File: src/rtl/flash_map_pkg.sv
// Shared geometry of the two-bank flash address map.
// Assumes: small sectors fill a whole number of big-sector slots at address 0.
package flash_map_pkg;
    localparam int ADDR_W      = 21;  // word address width
    localparam int SMALL_SZ_W  = 12;  // log2 words per small sector
    localparam int BIG_SZ_W    = 15;  // log2 words per big sector
    localparam int N_SMALL     = 8;   // small sectors at the bottom
    localparam int LOW_BANK_BIG = 15; // big sectors in the low bank

    localparam int BIG_IDX_W   = ADDR_W - BIG_SZ_W;
    localparam int SMALL_IDX_W = ADDR_W - SMALL_SZ_W;
    localparam int SMALL_SPAN  = (N_SMALL << SMALL_SZ_W) >> BIG_SZ_W;
    localparam int N_SECT      = N_SMALL + (1 << BIG_IDX_W) - SMALL_SPAN;
    localparam int SECT_W      = $clog2(N_SECT);
    localparam int BANK_SPLIT  = SMALL_SPAN + LOW_BANK_BIG;

    typedef logic [ADDR_W-1:0] waddr_t;
    typedef logic [SECT_W-1:0] sect_t;
endpackage

File: src/rtl/flash_sector_decode.sv
// Maps a word address to its bank and sector number.
// Assumes: the address is in range; purely combinational.
module flash_sector_decode
    import flash_map_pkg::*;
(
    input  waddr_t addr,
    output logic   bank,
    output sect_t  sector
);
    localparam logic [BIG_IDX_W-1:0] SPAN_IDX  = BIG_IDX_W'(SMALL_SPAN);
    localparam logic [BIG_IDX_W-1:0] SPLIT_IDX = BIG_IDX_W'(BANK_SPLIT);
    localparam sect_t BIG_BASE = SECT_W'(N_SMALL - SMALL_SPAN);

    logic [BIG_IDX_W-1:0]   big_idx;
    logic [SMALL_IDX_W-1:0] small_idx;

    assign big_idx   = addr[ADDR_W-1:BIG_SZ_W];
    assign small_idx = addr[ADDR_W-1:SMALL_SZ_W];

    // Pick small-sector or big-sector numbering and the bank.
    always_comb begin
        bank = (big_idx >= SPLIT_IDX);
        if (big_idx < SPAN_IDX)
            sector = SECT_W'(small_idx);
        else
            sector = BIG_BASE + SECT_W'(big_idx);
    end
endmodule

File: src/rtl/flash_lock_bits.sv
// One lock flop per sector, set or cleared by sector-addressed strobes.
// Assumes: lock wins when both strobes arrive together.
module flash_lock_bits
    import flash_map_pkg::*;
(
    input  logic              clk,
    input  logic              rst_n,
    input  logic              set_stb,
    input  logic              clr_stb,
    input  sect_t             cmd_sect,
    output logic [N_SECT-1:0] locked
);
    for (genvar g = 0; g < N_SECT; g++) begin : g_bit
        logic hit;
        assign hit = (cmd_sect == SECT_W'(g));
        // Hold, set or clear this sector's lock bit.
        always_ff @(posedge clk) begin
            if (!rst_n)
                locked[g] <= 1'b0;
            else if (set_stb && hit)
                locked[g] <= 1'b1;
            else if (clr_stb && hit)
                locked[g] <= 1'b0;
        end
    end
endmodule

File: src/rtl/flash_write_permit.sv
// Combines lock bit, write-protect pin and the two voltage flags.
// Assumes: flags are synchronous clean levels.
module flash_write_permit
    import flash_map_pkg::*;
(
    input  sect_t sector,
    input  logic  sect_locked,
    input  logic  wp_n,
    input  logic  vpp_hi,
    input  logic  vdd_low,
    output logic  permit
);
    localparam sect_t TOP_SECT = SECT_W'(N_SECT - 1);

    logic outer;
    logic pin_block;

    // Outermost sectors are the ones the protect pin guards.
    always_comb begin
        outer     = (sector == '0) || (sector == TOP_SECT);
        pin_block = outer && !wp_n;
    end

    // Any blocking source vetoes the operation.
    always_comb begin
        permit = vpp_hi && !vdd_low && !pin_block && !sect_locked;
    end
endmodule

File: src/rtl/flash_sector_guard.sv
// Top: address decode, per-sector locks and write-permit decision.
// Assumes: strobes are single-cycle requests from a command parser.
module flash_sector_guard
    import flash_map_pkg::*;
(
    input  logic        clk,
    input  logic        rst_n,
    input  logic [20:0] addr_i,
    input  logic        wp_n_i,
    input  logic        vpp_hi_i,
    input  logic        vdd_low_i,
    input  logic        lock_stb_i,
    input  logic        unlock_stb_i,
    input  logic [20:0] cmd_addr_i,
    output logic        bank_o,
    output logic [6:0]  sector_o,
    output logic        write_ok_o
);
    sect_t             q_sect;
    sect_t             c_sect;
    logic              c_bank;
    logic [N_SECT-1:0] locked;

    flash_sector_decode u_dec_q (
        .addr   (addr_i),
        .bank   (bank_o),
        .sector (q_sect)
    );

    flash_sector_decode u_dec_c (
        .addr   (cmd_addr_i),
        .bank   (c_bank),
        .sector (c_sect)
    );

    flash_lock_bits u_locks (
        .clk      (clk),
        .rst_n    (rst_n),
        .set_stb  (lock_stb_i),
        .clr_stb  (unlock_stb_i),
        .cmd_sect (c_sect),
        .locked   (locked)
    );

    flash_write_permit u_perm (
        .sector      (q_sect),
        .sect_locked (locked[q_sect]),
        .wp_n        (wp_n_i),
        .vpp_hi      (vpp_hi_i),
        .vdd_low     (vdd_low_i),
        .permit      (write_ok_o)
    );

    assign sector_o = q_sect;

    logic unused_c_bank;
    assign unused_c_bank = c_bank;
endmodule

File: config.mk
export PLATFORM = sky130hd
export DESIGN_NAME = flash_sector_guard
export DESIGN_NICKNAME = d
export VERILOG_FILES = /design/src/rtl/flash_map_pkg.sv /design/src/rtl/flash_sector_decode.sv /design/src/rtl/flash_lock_bits.sv /design/src/rtl/flash_write_permit.sv /design/src/rtl/flash_sector_guard.sv
export SDC_FILE = /design/constraint.sdc
export NUM_CORES = 1
export LEC_CHECK = 0
export ABC_CLOCK_PERIOD_IN_PS = 3800
export CAP_MARGIN = 20
export CORE_MARGIN = 2
export CORE_UTILIZATION = 47
export DETAILED_ROUTE_END_ITERATION = 8
export GPL_TIMING_DRIVEN = 0
export PLACE_DENSITY_LB_ADDON = 0.3
export SKIP_CTS_REPAIR_TIMING = 1
export SYNTH_ARGS = -nofsm -noshare
export SYNTH_HDL_FRONTEND = slang
export SYNTH_SLANG_ARGS = --single-unit
File: constraint.sdc
create_clock -name clk -period 3.8 [get_ports clk]
set_clock_uncertainty 0.15 [all_clocks]
set_input_delay 0.57 -clock clk [delete_from_list [all_inputs] [get_ports clk]]
set_output_delay 0.57 -clock clk [all_outputs]
set_load 0.02 [all_outputs]
Yosys cells after proc, flatten, opt, wreduce, memory -nomap -nowiden:

Index checks and enable logic that the tools add are counted.

* output and inout bits: 9
* logic and storage cells: 518
* bits in registers: 71
* bits of input ports: 49

* mux-type cells: 146
* equal/unequal tests: 71
* magnitude comparators: 4
* reduce and logical (&&, ||, !) cells: 224
* add/sub/neg operators: 2

Operator list (count)
* $eq A7 B6 Y1 const B: 32
* $logic_and A1 B1 Y1: 146
* $mux W1: 143
* $reduce_bool A2 Y1: 71
* $eq A7 B5 Y1 const B: 16
* $eq A7 B4 Y1 const B: 8
* $eq A7 B7 Y1 const B: 8
* $eq A7 B3 Y1 const B: 4
* $add A3 B6 Y7 const A: 2
* $eq A7 B2 Y1 const B: 2
* $logic_not A7 Y1: 2
* $mux W7: 2
* $lt A6 B1 Y1 const B: 2
* $lt A7 B8 Y1 const B: 1
* $bmux W1 S7: 1
* $eq A7 B1 Y1 const B: 1
* $ge A6 B5 Y1 const B: 1
* $logic_not A1 Y1: 4
* $logic_or A1 B1 Y1: 1

Depth between registers and ports, before layout:

* depth after elaboration: 8
* depth in mapped cells: 13
* mapped depth without buffers: 11

By module:

A second synthesis with hierarchy kept.

* cells, all modules: 387
* area, all modules: 3990.1 um^2

Modules (own cells, without submodules)
* flash_lock_bits: cells each 281, area an instance 2955.3 um^2, seq. area each 1421.4 um^2, instances 1
* flash_sector_guard: cells each 55, area an instance 649.4 um^2, seq. area each 0.0 um^2, instances 1
* flash_sector_decode: cells each 23, area an instance 175.2 um^2, seq. area each 0.0 um^2, instances 2
* flash_write_permit: cells each 5, area an instance 35.0 um^2, seq. area each 0.0 um^2, instances 1

Worst setup path before layout:

No wires, ideal clock.

* kind: input port to output port
* start point: input port addr_i[15]
* end point: output port write_ok_o
* slack: 0.155 ns
* stages on the path: 11
* path buffers: 0
* data required time: 3.080 ns
* arrival time: 2.925 ns
* path through: inv_1 ha_1 nor2b_2 and3_4 nor2_4 inv_2 mux4_2 mux2_2 o221ai_1 a311oi_1 a2111oi_2

* longest elaborated chain between the ends: 8
* elaborated cells on any way between the ends: 13
* classes of those cells: add/sub: 1; order compare: 1; eq/ne: 1; mux: 3; reduce/logical: 7

Ends and longest elaborated chain
* start: declaration: line flash_sector_guard.sv:8 `input logic [20:0] addr_i,`
* $add A3 B6 Y7 or $lt A6 B1 Y1 (tied branches): line flash_sector_decode.sv:26, flash_sector_decode.sv:23
* $mux W7 (*): line flash_sector_decode.sv:23 `if (big_idx < SPAN_IDX)`
* parallel branches: the longest is 5 deep, another holds $bmux W1 S7
* $logic_and A1 B1 Y1 (*): line flash_write_permit.sv:26 `permit = vpp_hi && !vdd_low && !pin_block && !sect_locked;`
* end: declaration: line flash_sector_guard.sv:17 `output logic write_ok_o`

Mark *: on every way between the ends. The select of a mux whose other input is x is not followed.

Worst setup path after layout:

* start point: input port addr_i[16]
* end point: output port write_ok_o

The elaborated chain is that of the path after synthesis.

==> flow_summary.ini <==
[placed_design]
portBuffers = 32
post-dp-hpwl_um = 10000
dp_slack_ns = -1.45
place.gp.congestion = 0.965

[cells_and_area]
fill_cells = 750
area_growth_pct = 22.3
largest_reg_flops = 71
largest_registers = u_locks.locked x71
nNetsFinal = 653
drive_gt1_share_pct = 12.7
diodes = 0
largest_register = u_locks.locked
utilization_pct = 59.9

[hold_path]
hold_end = u_locks.locked[13]
hp-class = reg2reg
hold_start = u_locks.locked[13]
min_path_cells = 2

[sta]
slew_headroom_pct = 36.5
setup_violations = 0
hold_slack_ns = 0.329
drv_slew = 0
max_freq_mhz = 266
layout_worst_path_cycle_share_pct = 99.1
hold_viol = 0
worst-slew-pin-transition_ns = 0.945
layout_setup_ws_ns = 0.0361
fin_crit_ns = 3.76
rsz0062_at_grt = yes

[pwr]
peakVddDrop_uv = 161
powerDensity_nw_per_um2 = 362
p_int_mw = 1.26
p_clk_share_pct = 37.8
swShare_pct = 29.7
switching_power_mw = 0.533
leakage_nw = 1.64
combPwrFrac_pct = 20.2
p_seq_share_pct = 42.0
p_total_mw = 1.80

[global_route]
grt_pass1_vias = 4234
grt_max_degree = 13
antenna_found_initial = 0
grt_pass1_wl_um = 21900
grt-ovfl-total = 0
grt_use_total_pct = 29.7

[drt]
first_pass_iters = 5
drc_errors = 0
totalWireLength_um = 14300
ant_nets = 0
vias = 4500
wire_per_inst_um = 20.1
drt_iter0_drc = 429
via_per_inst = 6.32

[run_status]
outcome = completed

[cts]
clkSinkCount = 71
clk_latency_ns = 0.35
cts_tree = yes
cts.clk_slew.worst_paths_ns = 0.07
cts_made_buffers = 9
clockBufferDepth = 2
root_buffer = clkbuf_8
h-tree-depth = 3

[yosys]
synth_edf_count = 0
synth_top_flop_cell = dfxtp_1
yosysSeqAreaShare_pct = 35.0
synth_area_um2 = 4060
ys_ff_latch = 71
ys_top_cells_by_count = 136 x nand2_1, 80 x o21ai_0, 71 x dfxtp_1
yosysWarnings = 0
synth_fp_nets = 597
synth_top_cell_by_area = dfxtp_1
synth_area_leaders = dfxtp_1 35%, nand2_1 13%, o21ai_0 9.9%
avgSynthCellArea_um2 = 7.44
syn_inst = 546
yosysTopAreaCellShare_pct = 35.0
async_flop_share_pct = 0
synth_most_common_cell = nand2_1
ys_types = 54

[die]
rows = 33
ios = 58
die_w_um = 96.9
dieArea_um2 = 9400
fp.dieH_um = 96.9
initial_core_util_pct = 48.9
coreArea_um2 = 8300

[worst_setup_path]
timing.rr.start = u_locks.locked[68]
worstPathCellList = buf_8, inv_6, ha_4, nor2b_4, and3_4, nor2_4, clkinv_4, mux4_2, mux2_4, o221ai_4, a311oi_2, a2111oi_2, buf_2
reg2reg_depth = 2
startpoint_type = input port
r2r_slack_ns = 2.93
crit_type = in2out
worstPathMaxFanout = 5
cp.required_ns = 3.08
reg2reg_to = u_locks.locked[68]
crit_slowest_cell = mux4_2
critPathArrivalTime_ns = 3.04
endpoint_kind = output port
crit_path_max_incr_delay_ns = 0.49

[flow_run]
drv_cap = 0
## cells by family after synthesis
family / after synthesis / synth area share, %
AOI/OAI and AO/OA: 203 / 32.6
xor gates and xnor gates: 4 / 0.863
adders and majority gates: 2 / 0.616
buffers and inverters: 38 / 3.73
DFF: 71 / 35.0
muxes: 10 / 3.11
and+or+nand+nor: 218 / 24.1
## through the flow
stage,TNS [ns],instance area [um^2],cells
global placement,-2.09,4510,683
global route,-0.0866,4970,712
CTS,-2.28,4730,699
detailed placement,-2.10,4510,683
floorplan,0,4060,546
finish,0,4970,712
## cells in the final DEF (no fill, tap or decap), types with 5 or more instances in the layout
cell and instances:
a21boi_0 51, nor2_1 23, clkdlybuf4s50_1 24, clkbuf_8 10, a211oi_1 7, clkbuf_2 5, buf_4 16, nand3_1 12
nor3b_1 6, a21oi_1 14, nand2b_1 8, inv_1 9, nor2_2 8, o21ai_0 77, mux2i_1 6, clkbuf_1 16
a21boi_1 21, nand2_1 136, dfxtp_1 71
## worst max-delay path: cells and delay by family
kind	cells	cell delay (ns)
AO/OA/AOI/OAI	3	0.58
buffers and inverters	4	0.45
AND/OR/NAND/NOR	3	0.51
multiplexers	2	0.80
adder cells (fa/ha/maj)	1	0.12
## worst max-delay path by stage
stage | startpoint | endpoint | slack, ns
floorplan | addr_i[15] | write_ok_o | 0.16
finish | addr_i[16] | write_ok_o | 0.04
CTS | addr_i[15] | write_ok_o | -1.52
detailed placement | addr_i[15] | write_ok_o | -1.45
global route | addr_i[15] | write_ok_o | -0.09
global placement | addr_i[15] | write_ok_o | -1.44
## layout make-up
cell class | count | area [um^2] | area share, %
Multi-Input combinational cell | 437 | 2590 | 52.1
Sequential cell | 71 | 1420 | 28.6
Timing Repair Buffer | 45 | 420 | 8.46
Clock buffer | 11 | 141 | 2.85
Tap cell | 105 | 131 | 2.64
Buffer | 25 | 121 | 2.44
Clock inverter | 5 | 81.3 | 1.64
Inverter | 13 | 63.8 | 1.28
## power groups by stage
| stage | registers [mW] | clock network (mW) | logic, mW |
|---|---|---|---|
| 6_report | 0.754 | 0.679 | 0.364 |
| 5_1_grt | 0.755 | 0.717 | 0.383 |
| 4_1_cts | 0.754 | 0.682 | 0.320 |
| 3_5_place_dp | 0.771 | 0 | 0.319 |
| 3_3_place_gp | 0.771 | 0 | 0.315 |
| 2_1_floorplan | 0.770 | 0 | 0.188 |
## routing by layer
metal	track usage, %	part of all wire [%]	vias to the layer above
met5	0	0	-
met2	48.1	45	291
met3	7.15	11	62
met4	14.8	5.0	0
li1	-	-	2040
met1	36.9	39	2107
Note: power is estimated with default switching activity, not from simulation.
